<file path="config.mk">
export PLATFORM = sky130hd
export DESIGN_NAME = gpio_bank_ctl
export DESIGN_NICKNAME = d
export VERILOG_FILES = /design/src/rtl/gpio_bank_pkg.sv /design/src/rtl/gpio_bank_regs.sv /design/src/rtl/gpio_bank_sync.sv /design/src/rtl/gpio_bank_pinmux.sv /design/src/rtl/gpio_bank_ctl.sv
export SDC_FILE = /design/constraint.sdc
export NUM_CORES = 1
export LEC_CHECK = 0
export BUFFER_PORTS_ARGS = -buffer_cell sky130_fd_sc_hd__buf_4
export CORE_ASPECT_RATIO = 0.6
export CORE_MARGIN = 5
export CORE_UTILIZATION = 55
export CTS_CLUSTER_SIZE = 24
export DETAILED_ROUTE_END_ITERATION = 7
export PLACE_DENSITY = 0.89
export SYNTH_ARGS = -nofsm -noshare
export SYNTH_HDL_FRONTEND = slang
export SYNTH_SLANG_ARGS = --single-unit
</file>
<file path="constraint.sdc">
create_clock -name clk -period 2.8 [get_ports clk]
set_input_delay 0.7 -clock clk [delete_from_list [all_inputs] [get_ports clk]]
set_output_delay 0.7 -clock clk [all_outputs]
set_load 0.005 [all_outputs]
</file>
<file path="src/rtl/gpio_bank_pkg.sv">
// Package: shared register index type for the GPIO pin control cell.
// Assumes word-indexed register access; indices are part of the software contract.
package gpio_bank_pkg;

    localparam int REG_ADDR_W = 3;

    typedef enum logic [REG_ADDR_W-1:0] {
        RA_VALUE = 3'd0,
        RA_IE    = 3'd1,
        RA_OE    = 3'd2,
        RA_OVAL  = 3'd3,
        RA_INV   = 3'd4,
        RA_FUNC  = 3'd5,
        RA_OD    = 3'd6,
        RA_NONE  = 3'd7
    } gb_reg_e;

endpackage

</file>
<file path="src/rtl/gpio_bank_regs.sv">
// Module: per-pin control register file with one bit per pin in each register.
// Assumes NPINS <= DATA_W; the input-value index is read-only and its writes are dropped.
module gpio_bank_regs
    import gpio_bank_pkg::*;
#(
    parameter int NPINS  = 32,
    parameter int DATA_W = 32
) (
    input  logic                  clk,
    input  logic                  rst_n,
    input  logic                  wr_en,
    input  logic [REG_ADDR_W-1:0] addr,
    input  logic [DATA_W-1:0]     wdata,
    input  logic [NPINS-1:0]      in_value,
    output logic [NPINS-1:0]      ie_q,
    output logic [NPINS-1:0]      oe_q,
    output logic [NPINS-1:0]      oval_q,
    output logic [NPINS-1:0]      inv_q,
    output logic [NPINS-1:0]      func_q,
    output logic [NPINS-1:0]      od_q,
    output logic [DATA_W-1:0]     rdata
);

    logic [NPINS-1:0] wbits;
    assign wbits = wdata[NPINS-1:0];

    // Update the addressed control register on a write; clear all under reset.
    always_ff @(posedge clk) begin
        if (!rst_n) begin
            ie_q   <= '0;
            oe_q   <= '0;
            oval_q <= '0;
            inv_q  <= '0;
            func_q <= '0;
            od_q   <= '0;
        end else if (wr_en) begin
            case (gb_reg_e'(addr))
                RA_IE:   ie_q   <= wbits;
                RA_OE:   oe_q   <= wbits;
                RA_OVAL: oval_q <= wbits;
                RA_INV:  inv_q  <= wbits;
                RA_FUNC: func_q <= wbits;
                RA_OD:   od_q   <= wbits;
                default: ;
            endcase
        end
    end

    // Select the register image for the current read index.
    always_comb begin
        rdata = '0;
        case (gb_reg_e'(addr))
            RA_VALUE: rdata[NPINS-1:0] = in_value;
            RA_IE:    rdata[NPINS-1:0] = ie_q;
            RA_OE:    rdata[NPINS-1:0] = oe_q;
            RA_OVAL:  rdata[NPINS-1:0] = oval_q;
            RA_INV:   rdata[NPINS-1:0] = inv_q;
            RA_FUNC:  rdata[NPINS-1:0] = func_q;
            RA_OD:    rdata[NPINS-1:0] = od_q;
            default:  rdata = '0;
        endcase
    end

    // a write to the output-enable index is held after the edge.
    p_oe_write_r7: assert property (@(posedge clk) disable iff (!rst_n)
        (wr_en && gb_reg_e'(addr) == RA_OE) |=> (oe_q == $past(wbits)));

    // a write to the read-only index leaves every control register unchanged.
    p_value_ro_r7: assert property (@(posedge clk) disable iff (!rst_n)
        (wr_en && gb_reg_e'(addr) == RA_VALUE) |=>
        ($stable(ie_q) && $stable(oe_q) && $stable(oval_q) &&
         $stable(inv_q) && $stable(func_q) && $stable(od_q)));

endmodule

</file>
<file path="src/rtl/gpio_bank_sync.sv">
// Module: two-flop synchronizer for the pad levels, one lane per pin.
// Assumes pad levels are asynchronous to clk; adds exactly two cycles of latency.
module gpio_bank_sync #(
    parameter int NPINS = 32
) (
    input  logic             clk,
    input  logic             rst_n,
    input  logic [NPINS-1:0] d,
    output logic [NPINS-1:0] q
);

    logic [NPINS-1:0] stage1;
    logic [NPINS-1:0] stage2;
    logic [1:0]       warm;

    // Shift each pad level through two flops.
    always_ff @(posedge clk) begin
        if (!rst_n) begin
            stage1 <= '0;
            stage2 <= '0;
        end else begin
            stage1 <= d;
            stage2 <= stage1;
        end
    end

    assign q = stage2;

    // Count cycles since reset so the latency check never looks into reset.
    always_ff @(posedge clk) begin
        if (!rst_n)             warm <= 2'd0;
        else if (warm != 2'd2)  warm <= warm + 2'd1;
    end

    // the output equals the input of two edges earlier.
    p_two_stage_r3: assert property (@(posedge clk) disable iff (!rst_n)
        (warm == 2'd2) |-> (q == $past(d, 2)));

endmodule

</file>
<file path="src/rtl/gpio_bank_pinmux.sv">
// Module: per-pin output source select, inversion, enable and open-drain shaping,
// plus input gating. Combinational; clk/rst_n serve only the checks beside the logic.
module gpio_bank_pinmux #(
    parameter int NPINS = 32
) (
    input  logic             clk,
    input  logic             rst_n,
    input  logic [NPINS-1:0] func,
    input  logic [NPINS-1:0] oval,
    input  logic [NPINS-1:0] oe,
    input  logic [NPINS-1:0] inv,
    input  logic [NPINS-1:0] od,
    input  logic [NPINS-1:0] ie,
    input  logic [NPINS-1:0] per_out,
    input  logic [NPINS-1:0] per_oe,
    input  logic [NPINS-1:0] sync_in,
    output logic [NPINS-1:0] pad_out,
    output logic [NPINS-1:0] pad_oe,
    output logic [NPINS-1:0] sw_in,
    output logic [NPINS-1:0] per_in
);

    logic [NPINS-1:0] sel_oe;

    for (genvar i = 0; i < NPINS; i++) begin : g_pin
        logic sel_v;
        logic drv_v;

        // Pick the owner of the pin and apply the inversion stage.
        always_comb begin
            sel_v     = func[i] ? per_out[i] : oval[i];
            sel_oe[i] = func[i] ? per_oe[i]  : oe[i];
            drv_v     = sel_v ^ inv[i];
        end

        // Shape the pad drive: push-pull, or low-only with release for high.
        always_comb begin
            if (od[i]) begin
                pad_out[i] = 1'b0;
                pad_oe[i]  = sel_oe[i] & ~drv_v;
            end else begin
                pad_out[i] = drv_v;
                pad_oe[i]  = sel_oe[i];
            end
        end

        // Gate the synchronized level toward software and the peripheral.
        always_comb begin
            sw_in[i]  = sync_in[i] & ie[i];
            per_in[i] = sync_in[i] & ie[i];
        end
    end

    // no pad is driven unless its selected enable is set.
    p_hiz_r5: assert property (@(posedge clk) disable iff (!rst_n)
        ((pad_oe & ~sel_oe) == '0));

    // an open-drain pin never presents a high drive value.
    p_od_low_only_r6: assert property (@(posedge clk) disable iff (!rst_n)
        ((od & pad_out) == '0));

    // a disabled input never shows a 1 to either consumer.
    p_ie_gate_r2: assert property (@(posedge clk) disable iff (!rst_n)
        (((sw_in | per_in) & ~ie) == '0));

    // with software controls steady, software-owned pins ignore the peripheral.
    p_gpio_ignores_periph_r1: assert property (@(posedge clk) disable iff (!rst_n)
        ($stable(func) && $stable(oval) && $stable(oe) && $stable(inv) && $stable(od)) |->
        ((((pad_out ^ $past(pad_out)) | (pad_oe ^ $past(pad_oe))) & ~func) == '0));

endmodule

</file>
<file path="src/rtl/gpio_bank_ctl.sv">
// Module: top of the GPIO pin control cell; ties the register file, the input
// synchronizer and the per-pin multiplexer together. Assumes NPINS <= DATA_W.
module gpio_bank_ctl
    import gpio_bank_pkg::*;
#(
    parameter int NPINS  = 32,
    parameter int DATA_W = 32
) (
    input  logic                  clk,
    input  logic                  rst_n,
    input  logic                  reg_wr_en,
    input  logic [REG_ADDR_W-1:0] reg_addr,
    input  logic [DATA_W-1:0]     reg_wdata,
    output logic [DATA_W-1:0]     reg_rdata,
    input  logic [NPINS-1:0]      pad_in,
    output logic [NPINS-1:0]      pad_out,
    output logic [NPINS-1:0]      pad_oe,
    input  logic [NPINS-1:0]      per_out,
    input  logic [NPINS-1:0]      per_oe,
    output logic [NPINS-1:0]      per_in
);

    logic [NPINS-1:0] ie_q, oe_q, oval_q, inv_q, func_q, od_q;
    logic [NPINS-1:0] sync_q;
    logic [NPINS-1:0] sw_in;

    gpio_bank_regs #(.NPINS(NPINS), .DATA_W(DATA_W)) u_regs (
        .clk      (clk),
        .rst_n    (rst_n),
        .wr_en    (reg_wr_en),
        .addr     (reg_addr),
        .wdata    (reg_wdata),
        .in_value (sw_in),
        .ie_q     (ie_q),
        .oe_q     (oe_q),
        .oval_q   (oval_q),
        .inv_q    (inv_q),
        .func_q   (func_q),
        .od_q     (od_q),
        .rdata    (reg_rdata)
    );

    gpio_bank_sync #(.NPINS(NPINS)) u_sync (
        .clk   (clk),
        .rst_n (rst_n),
        .d     (pad_in),
        .q     (sync_q)
    );

    gpio_bank_pinmux #(.NPINS(NPINS)) u_mux (
        .clk     (clk),
        .rst_n   (rst_n),
        .func    (func_q),
        .oval    (oval_q),
        .oe      (oe_q),
        .inv     (inv_q),
        .od      (od_q),
        .ie      (ie_q),
        .per_out (per_out),
        .per_oe  (per_oe),
        .sync_in (sync_q),
        .pad_out (pad_out),
        .pad_oe  (pad_oe),
        .sw_in   (sw_in),
        .per_in  (per_in)
    );

    // right after a reset cycle no pad is driven.
    p_reset_undriven_r8: assert property (@(posedge clk) disable iff (!rst_n)
        $past(!rst_n) |-> (pad_oe == '0));

endmodule

</file>
==> impl_metrics.toml, run 1 <==
[cts]
clk_pin_slew_worst_paths_ns = 0.06
cts_tree = "yes"
clockBufferDepth = 3
postCtsHoldBufs = 0
cts_htree_levels = 1
cts.sinks = 256
cts.repair.resized = 0
ctsRootBufferMaster = "clkbuf_16"
postCtsSetupRepairBufs = 0
cts_inserted_buffers = 25
clk_latency_ns = 0.52

[logic_synthesis]
syn_nets = 1548
syn_inst = 1414
synth-seq-area-share_pct = 42.37
synth_cell_types = 40
synth_edf_count = 0
synth_area_per_cell_sq_um = 8.555
yosys_warnings = 0
synth-main-ff-cell = "dfxtp_1"
synth_seq_cells = 256
synthesis.area_sq_um = 12100
synth-async-reset-ratio_pct = 0

[setup_path]
cp-start-kind = "input pin"
cp_cell_sequence = "buf_4 -> buf_12 -> or2_2 -> a311oi_1 -> o22ai_1 -> buf_4"
cp_slowest_cell = "a311oi_1"
critPathBufInv = 3
crit_cells = 6
r2r-end = "u_regs.func_q[29]$_SDFFE_PN0P_"
crit_start = "reg_addr[0]"
critPathRequiredTime_ns = 2.10
cp_common_cell = "buf_4"
critPathMaxStageDelay_ns = 0.31
r2r_start = "u_regs.func_q[29]$_SDFFE_PN0P_"
critPathTopFamily = "buffers and inverters"
critical_path.max_fanout = 33
r2r_setup_slack_ns = 1.98
path_class = "input pin to primary output"
end_kind = "primary output"
cp_data_arrival_time_ns = 1.98
reg2reg_depth = 2

[route]
routedWlPerCell_microns = 20.73
viasPerCell = 5.925
drt_wl_total_microns = 40390
vias = 11541
drc = 0
drt-initial-drc-count = 1368
first_pass_iters = 7
ant_nets = 0

[sta]
maxSlewHeadroom_pct = 61.43
worst_pin_slew_ns = 0.5786
final_hold_viol_count = 0
fmax_ghz = 0.3729
timing.final.max_slew_violations = 0
period_share_pct = 95.79
fin_tns_setup_ns = 0
finClkSkew_ns = 0.01282
finalCriticalPeriod_ns = 2.682
rsz0062_at_grt = "false"
finalSetupViolCount = 0
hold_ws_ns = 0.3811
fin_ws_ns = 0.1180

[floorplan]
pin_count = 262
fp-row-count = 42
dieHeight_microns = 124.9
initial_utilization_pct = 55.33
die_w_microns = 201.5
fp.dieArea_sq_um = 25160
fp.coreArea_sq_um = 21860

[place]
placed_cells = 1903
place.gp.congestion = 0.9155
hpwl_microns = 27780
dpl_cell_area_sq_um = 14460
pre_cts_ws_ns = 0.1207
io_buffers = 261

[finish]
syn2layout_area_growth_pct = 25.86
final_area_sq_um = 15220
drive_above_1_share_pct = 24.85
fin_util_pct = 69.64
nNetsFinal = 1778
fin_cells = 1948
antenna_cells = 0

[power_and_ir_drop]
p_leak_nw = 5.857
p_int_mw = 5.957
swShare_pct = 24.57
seq_power_share_pct = 48.4
comb_power_share_pct = 11.1
power.density_nw_per_um2 = 518.7
p_clk_share_pct = 40.5
p_sw_mw = 1.940
ir_drop_mv = 0.3869
finalPower_mw = 7.898

[flow_run]
drv_cap = 0

[grt]
grt-ovfl-total = 0
grt_pass1_vias = 11211
track_usage_pct = 30.44
antenna_found_initial = 1
grt_max_degree = 88
grt_pass1_wl_microns = 62250

[worst_hold_path]
holdPathStages = 2
hold_class = "input pin to register"
min_from = "pad_in[19]"
hold_path_end = "u_sync.stage1[19]$_SDFF_PN0_"

[outcome]
outcome = "finished, final reports clean"
==> layout make-up <==
class,instances,area [sq um]
well taps,286,357.8
clock buffers,36,716.9
flip-flops and latches,256,5125
inverters,2,10.01
clock inverters,9,51.30
repair buffers,314,2511
fillers,1669,6636
multi-input cells,1045,6452
==> how the worst max path moves through the flow <==
stage               slack [ns]       endpoint
floorplan                 0.33  reg_rdata[10]
global placement          0.16   reg_rdata[3]
detailed placement        0.12   reg_rdata[3]
CTS                       0.12   reg_rdata[3]
global route              0.07   reg_rdata[3]
finish                    0.12   reg_rdata[6]
==> per-layer routing <==
layer | wire (microns) | track usage, % | vias up
met3 | 4974 | 7.234 | 110
met5 | 13 | 0 | -
met1 | 16820 | 43.31 | 5395
li1 | - | - | 5267
met4 | 1142 | 10.08 | 2
met2 | 17440 | 45.52 | 767
==> cells by family (layout without fill, tap and decap cells) <==
logic type / count (synthesis) / in the layout / synth area share, %
and+or+nand+nor: 596 / 596 / 22.93
AOI/OAI and AO/OA: 329 / 329 / 20.24
muxes: 88 / 88 / 7.613
DFF: 256 / 256 / 42.37
buffers and inverters: 113 / 361 / 4.530
xor gates and xnor gates: 32 / 32 / 2.317
==> synth_stat cells (all sizes together), types with 3 or more instances <==
cell type,number,share of area (%)
a21boi,192,12
a21oi,34,1.4
a221oi,10,0.72
a22oi,30,1.9
a311oi,10,0.72
a32oi,19,1.4
and2,97,5.0
and3,10,0.52
and4b,3,0.25
and4bb,3,0.31
buf,60,2.8
clkbuf,51,1.6
dfxtp,256,42
mux2,22,2.0
mux2i,65,5.4
nand2,404,13
nand3b,4,0.25
nand4b,3,0.22
nand4bb,3,0.28
nor2b,36,1.9
o221ai,19,1.4
o22ai,10,0.52
or2,29,1.5
xnor2,32,2.3
==> power by group through the flow <==
stage	Combinational (mW)	Sequential [mW]	Clock, mW
3_5_place_dp	0.860	3.90	0
5_1_grt	0.938	3.83	3.37
3_3_place_gp	0.839	3.89	0
2_1_floorplan	0.418	3.87	0
6_report	0.879	3.82	3.20
4_1_cts	0.865	3.82	3.22
==> registers in the layout, indices dropped and copies added (netlist names) <==
| register | count |
|---|---|
| u_regs.oe_q | 32 |
| u_sync.q | 32 |
| u_sync.stage1 | 32 |
| u_regs.inv_q | 32 |
| u_regs.od_q | 32 |
| u_regs.ie_q | 32 |
| u_regs.func_q | 32 |
| u_regs.oval_q | 32 |
==> cell usage in the layout (no fill, tap or decap), drive strengths merged, types with 2 or more instances in the layout <==
cell type,synthesis,routed
a21boi,192,192
a21oi,34,34
a221o,2,2
a221oi,10,10
a22oi,30,30
a311oi,10,10
a32oi,19,19
and2,97,97
and3,10,10
and4b,3,3
and4bb,3,3
buf,60,314
clkbuf,51,36
clkinv,0,7
dfxtp,256,256
inv,2,3
mux2,22,22
mux2i,65,65
nand2,404,404
nand3b,4,4
nand4b,3,3
nand4bb,3,3
nor2b,36,36
o221ai,19,19
o22ai,10,10
or2,29,29
xnor2,32,32
Note: power is estimated with default switching activity, not from simulation.
==> run 2: changes to the inputs <==
--- a/config.mk
+++ b/config.mk
@@ -7,7 +7,7 @@
 export LEC_CHECK = 0
 export BUFFER_PORTS_ARGS = -buffer_cell sky130_fd_sc_hd__buf_4
 export CORE_ASPECT_RATIO = 0.6
-export CORE_MARGIN = 5
+export CORE_MARGIN = 2
 export CORE_UTILIZATION = 55
 export CTS_CLUSTER_SIZE = 24
 export DETAILED_ROUTE_END_ITERATION = 7
@@ -15,3 +15,4 @@
 export SYNTH_ARGS = -nofsm -noshare
 export SYNTH_HDL_FRONTEND = slang
 export SYNTH_SLANG_ARGS = --single-unit
+export TNS_END_PERCENT = 30
==> run 2 against run 1 <==
  * Register-to-register slack about the same
  * Clock skew fell by 0.0038 ns
  * Flip-flop and latch count unchanged
  * Via count is essentially flat
  * Critical path depth up 1
  * Fmax fell by 4.1%
  * Final area rose by 1.2%
  * Worst setup slack worse by 0.12 ns
  * Core utilization grew 2.7 points
  * Sequential share of layout area decreased by 0.39 points
  * Die area shrank 7.6%
  * Critical endpoint is now reg_rdata[17]
  * Largest cell class unchanged
  * Highest routed layer is now met4
==> impl_metrics.toml, run 2 (synthesis gave the netlist of run 1 again) <==
[grt]
antenna_found_initial = 0
grt-ovfl-total = 0
grt_pass1_vias = 11281
grt_max_degree = 78
grt_pass1_wl_microns = 62040
track_usage_pct = 33.87

[place]
dpl_cell_area_sq_um = 14410
placed_cells = 1894
io_buffers = 261
hpwl_microns = 27300
place.gp.congestion = 0.9164

[floorplan]
fp.coreArea_sq_um = 21290
initial_utilization_pct = 56.82
pin_count = 262
fp.dieArea_sq_um = 23240
die_w_microns = 195.5
dieHeight_microns = 118.9
fp-row-count = 41

[setup_path]
cp-start-kind = "input pin"
cp_common_cell = "buf_4"
cp_cell_sequence = "buf_4 -> buf_6 -> clkinv_1 -> buf_4 -> a32oi_1 -> o221ai_1 -> buf_4"
critPathMaxStageDelay_ns = 0.34
cp_data_arrival_time_ns = 2.10
cp_slowest_cell = "buf_4"
critPathRequiredTime_ns = 2.10
critical_path.max_fanout = 18
path_class = "input pin to primary output"
end_kind = "primary output"

[finish]
drive_above_1_share_pct = 25.53
fin_cells = 1940
syn2layout_area_growth_pct = 27.34
multi_input_area_sq_um = 6510
nNetsFinal = 1777
n_fill_cell = 1586
final_cell_mix = "nand2_1, buf_4, dfxtp_1"
antenna_cells = 0
seqCellArea_sq_um = 5125
layout_commonest_cell = "nand2_1"
final_area_sq_um = 15400

[sta]
fmax_ghz = 0.3574
maxSlewHeadroom_pct = 61.69
final_hold_viol_count = 0
finalSetupViolCount = 0
period_share_pct = 99.93
worst_pin_slew_ns = 0.5743
timing.final.max_slew_violations = 0
rsz0062_at_grt = "true"
finalCriticalPeriod_ns = 2.798
finClkSkew_ns = 0.009001

[cts]
cts_htree_levels = 1
postCtsSetupRepairBufs = 0
cts_tree = "yes"
clk_pin_slew_worst_paths_ns = 0.06
cts.sinks = 256
cts_inserted_buffers = 25
ctsRootBufferMaster = "clkbuf_16"
clockBufferDepth = 3
clk_latency_ns = 0.52

[route]
routedWlPerCell_microns = 20.90
drt_wl_total_microns = 40540
viasPerCell = 5.954
vias = 11550
drt-initial-drc-count = 1110
first_pass_iters = 7
ant_nets = 0
drc = 0

[power_and_ir_drop]
p_leak_nw = 5.941
ir_drop_mv = 0.5294
power.density_nw_per_um2 = 544.5
finalPower_mw = 8.388

[worst_hold_path]
hold_class = "input pin to register"

[outcome]
outcome = "finished, final reports clean"

[flow_run]
drv_cap = 0
## run 2: area by class of cell
cell class / instances / area share, %
flip-flops and latches: 256 / 33.27
multi-input cells: 1045 / 42.26
repair buffers: 313 / 16.30
well taps: 279 / 2.266
clock inverters: 13 / 1.275
clock buffers: 32 / 4.557
inverters: 2 / 0.06498
## run 2: metal layers
| layer | wire [microns] | GRT usage [%] | vias up | part of all wire, % |
|---|---|---|---|---|
| met5 | 0 | 0 | - | 0 |
| li1 | - | - | 5271 | - |
| met4 | 1072 | 11.35 | 0 | 2.6 |
| met3 | 5053 | 9.063 | 108 | 12 |
| met2 | 18000 | 52.48 | 707 | 44 |
| met1 | 16420 | 45.88 | 5464 | 40 |
## run 2: stage by stage
step | hold WS, ns | TNS [ns] | setup WS, ns | utilization [%]
2_1_floorplan | 0.4119 | 0 | 0.3344 | -
3_3_place_gp | 0.4150 | -3.390 | -0.3852 | 67.68
3_5_place_dp | 0.4169 | -3.244 | -0.3673 | 67.68
4_1_cts | 0.3725 | 0 | 0.01870 | 72.01
5_1_grt | 0.3789 | -0.01032 | -0.005233 | 72.35
6_report | 0.3826 | 0 | 0.002012 | 72.35
## run 2: path summary, 6_finish.rpt
kind | startpoint | slack, ns | end | depth (start not counted)
setup / recovery | reg_addr[1] | 0.002 | reg_rdata[17] | 7
hold / removal | pad_in[25] | 0.38 | u_sync.stage1[25]$_SDFF_PN0_ | 2
setup reg to reg | u_regs.func_q[27]$_SDFFE_PN0P_ | 1.99 | u_regs.func_q[27]$_SDFFE_PN0P_ | 2
hold reg to reg | u_sync.stage1[15]$_SDFF_PN0_ | 0.42 | u_sync.q[15]$_SDFF_PN0_ | 1
## run 2: what timing repair did
action                                  in CTS  in global routing
resized for setup                            5                  8
hold buffers                                 0                  0
cloned                                       0                  1
endpoints found under the setup margin      12                 10
pin swaps                                    0                  0
## run 2: critical path: cells and delay by family
family,cells,cell delay (ns)
compound gates,2,0.49
buf+inv,5,0.88
## run 2: report_power, final
group	internal (mW)	total (mW)	leakage (nW)	switching, mW
logic	0.437	0.891	3.41	0.453
registers	3.74	3.82	2.08	0.0764
clock network	2.23	3.68	0.450	1.45
==> run 3: changes to the inputs <==
--- a/config.mk
+++ b/config.mk
@@ -6,13 +6,15 @@
 export NUM_CORES = 1
 export LEC_CHECK = 0
 export BUFFER_PORTS_ARGS = -buffer_cell sky130_fd_sc_hd__buf_4
+export CAP_MARGIN = 20
 export CORE_ASPECT_RATIO = 0.6
 export CORE_MARGIN = 2
-export CORE_UTILIZATION = 55
+export CORE_UTILIZATION = 56
 export CTS_CLUSTER_SIZE = 24
 export DETAILED_ROUTE_END_ITERATION = 7
 export PLACE_DENSITY = 0.89
 export SYNTH_ARGS = -nofsm -noshare
 export SYNTH_HDL_FRONTEND = slang
+export SYNTH_HIERARCHICAL = 1
 export SYNTH_SLANG_ARGS = --single-unit
 export TNS_END_PERCENT = 30
==> constraint.sdc (replaced) <==
create_clock -name clk -period 2.6 [get_ports clk]
set_input_delay 0.65 -clock clk [delete_from_list [all_inputs] [get_ports clk]]
set_output_delay 0.65 -clock clk [all_outputs]
set_load 0.005 [all_outputs]
==> run 3 against run 2 <==
  * Final cell count rose by 1.8%
  * Critical path depth stayed put
  * Global-route usage shrank 1.2 points
  * Synthesized cell count rose by 1.7%
  * Clock skew shrank 0.0041 ns
  * Area after synthesis grew 6.4%
  * Core utilization fell by 1.5 points
  * Clock power down 3%
  * Non-clock buffer count grew 2
  * Final area grew 2.5%
  * Largest cell class unchanged
  * Register-to-register slack worse by 0.21 ns
  * Critical endpoint is now reg_rdata[19]
==> impl_metrics.toml, run 3 <==
[setup_path]
critical_path.max_fanout = 12
reg2reg_depth = 2
critPathMaxStageDelay_ns = 0.30
cp_slowest_cell = "o221a_2"
end_kind = "primary output"
r2r-end = "u_regs/func_q[0]$_SDFFE_PN0P_"
r2r_setup_slack_ns = 1.78
cp-start-kind = "input pin"
critPathRequiredTime_ns = 1.95
cp_cell_sequence = "buf_6 -> buf_12 -> nand2b_1 -> buf_6 -> o221a_2 -> a221oi_4 -> buf_4"
r2r_start = "u_regs/func_q[0]$_SDFFE_PN0P_"
cp_data_arrival_time_ns = 1.91
cp_common_cell = "buf_6"
path_class = "input pin to primary output"

[floorplan]
fp.coreArea_sq_um = 22280
die_w_microns = 199.7
pin_count = 262
dieHeight_microns = 121.4
fp.dieArea_sq_um = 24240
fp-row-count = 42
initial_utilization_pct = 57.74

[sta]
fmax_ghz = 0.3902
fin_ws_ns = 0.03689
period_share_pct = 98.58
hold_ws_ns = 0.3429
final_hold_viol_count = 0
timing.final.max_slew_violations = 0
rsz0062_at_grt = "false"
maxSlewHeadroom_pct = 42.61
finalSetupViolCount = 0
finalCriticalPeriod_ns = 2.563
finClkSkew_ns = 0.004872
worst_pin_slew_ns = 0.8589

[logic_synthesis]
synthTopCellsByCount = "nand2_1, dfxtp_1, a21boi_1, mux2i_1, and2_2"
synth_area_per_cell_sq_um = 8.946
syn_inst = 1438
synth_edf_count = 0
yosysTopAreaCell = "dfxtp_1"
synth_seq_cells = 256
synth_top_area_share_pct = 39.84
synth_cell_types = 36
synth-async-reset-ratio_pct = 0
yosys_warnings = 6
synth_most_common_cell = "nand2_1"
synthesis.area_sq_um = 12860
syn_nets = 1572
synth-seq-area-share_pct = 39.84
synth-main-ff-cell = "dfxtp_1"
yosys-top-cells-area = "dfxtp_1, nand2_1, mux2i_1, a21boi_1, and2_2"

[cts]
clockBufferDepth = 3
cts_tree = "yes"
cts_inserted_buffers = 24
cts_htree_levels = 1
ctsRootBufferMaster = "clkbuf_16"
cts.sinks = 256
clk_pin_slew_worst_paths_ns = 0.07
clk_latency_ns = 0.52

[finish]
syn2layout_area_growth_pct = 22.70
multi_input_area_sq_um = 6829
seqCellArea_sq_um = 5125
nNetsFinal = 1777
drive_above_1_share_pct = 28.90
final_cell_mix = "nand2_1, buf_4, dfxtp_1"
n_fill_cell = 1735
layout_commonest_cell = "nand2_1"
fin_cells = 1974

[grt]
grt_max_degree = 95
grt_pass1_wl_microns = 60410
grt_pass1_vias = 10847
track_usage_pct = 32.67
grt-ovfl-total = 0
antenna_found_initial = 6

[power_and_ir_drop]
swShare_pct = 23.86
comb_power_share_pct = 12.0
seq_power_share_pct = 47.0
finalPower_mw = 8.737
ir_drop_mv = 0.4176
p_sw_mw = 2.085
p_int_mw = 6.652
p_clk_share_pct = 41.0
power.density_nw_per_um2 = 553.5
p_leak_nw = 6.209

[flow_run]
drv_cap = 0

[worst_hold_path]
hold_path_end = "u_sync/stage1[30]$_SDFF_PN0_"
min_from = "pad_in[30]"
hold_class = "input pin to register"
holdPathStages = 2

[place]
io_buffers = 261
place.gp.congestion = 0.8885
pre_cts_ws_ns = -0.02513
placed_cells = 1924
hpwl_microns = 28050

[route]
drt-initial-drc-count = 1189
ant_nets = 0
routedWlPerCell_microns = 20.74
first_pass_iters = 5
drt_wl_total_microns = 40950
vias = 11365
viasPerCell = 5.757
drc = 0

[outcome]
outcome = "finished, final reports clean"
-- run 3: repair_timing --
action / 4_1_cts / 5_1_grt
endpoints found under the setup margin: 3 / 9
cloned: 1 / 0
setup buffers: 0 / 0
hold buffers: 0 / 0
gates resized for setup: 4 / 6
pin swaps: 1 / 0
-- run 3: critical path: cells and delay by family --
kind / cells / cell delay [ns]
AOI/OAI and AO/OA: 2 / 0.53
and+or+nand+nor: 1 / 0.11
buffers and inverters: 4 / 0.60
-- run 3: layout make-up --
| type | count | area share, % |
|---|---|---|
| tap | 308 | 2.441 |
| inverter | 21 | 0.4994 |
| clock inverter | 5 | 0.3171 |
| timing repair buffer | 315 | 16.13 |
| multi-input combinational | 1025 | 43.26 |
| clock buffer | 39 | 4.803 |
| sequential | 256 | 32.47 |
| antenna | 5 | 0.07926 |
-- run 3: routing by layer --
| layer | vias to the layer above | global-route usage, % | routed length (microns) |
|---|---|---|---|
| met4 | 2 | 10.32 | 1210 |
| met2 | 657 | 48.74 | 17490 |
| met5 | - | 0 | 15 |
| met3 | 113 | 8.894 | 4958 |
| li1 | 5256 | - | - |
| met1 | 5337 | 45.73 | 17280 |
-- run 3: stage by stage --
| stage | setup TNS [ns] | util, % | cell area [sq um] |
|---|---|---|---|
| floorplan | 0 | - | 12860 |
| global placement | -0.01769 | 66.89 | 14900 |
| detailed placement | -0.05525 | 66.89 | 14900 |
| CTS | -0.009922 | 70.65 | 15740 |
| global route | 0 | 70.79 | 15770 |
| finish | 0 | 70.84 | 15790 |
-- run 3: worst max path at each step --
| stage | start | end | slack, ns | cells after the start |
|---|---|---|---|---|
| after global routing | reg_addr[1] | reg_rdata[21] | 0.003 | 7 |
| after detailed placement | reg_addr[0] | reg_rdata[19] | -0.03 | 4 |
| after floorplan | reg_addr[1] | reg_rdata[28] | 0.37 | 6 |
| final | reg_addr[2] | reg_rdata[19] | 0.04 | 7 |
| after CTS | reg_addr[2] | reg_rdata[27] | -0.009 | 7 |
| after global placement | reg_addr[2] | reg_rdata[19] | -0.009 | 4 |
-- run 3: cell families (layout without fill, tap and decap cells) --
family	after synthesis	in the layout	synth area share, %
AND/OR/NAND/NOR	544	545	19.78
AO/OA/AOI/OAI	297	297	18.73
flip-flops	256	256	39.84
buffers and inverters	158	380	7.606
multiplexers	151	151	11.87
XOR/XNOR	32	32	2.179
other	0	5	0
-- run 3: power by group through the flow --
stage	clock, mW	combinational (mW)	sequential, mW
global placement	0	0.987	4.19
detailed placement	0	1.01	4.19
CTS	3.62	1.02	4.11
floorplan	0	0.539	4.17
finish	3.58	1.04	4.11
global route	3.78	1.10	4.12
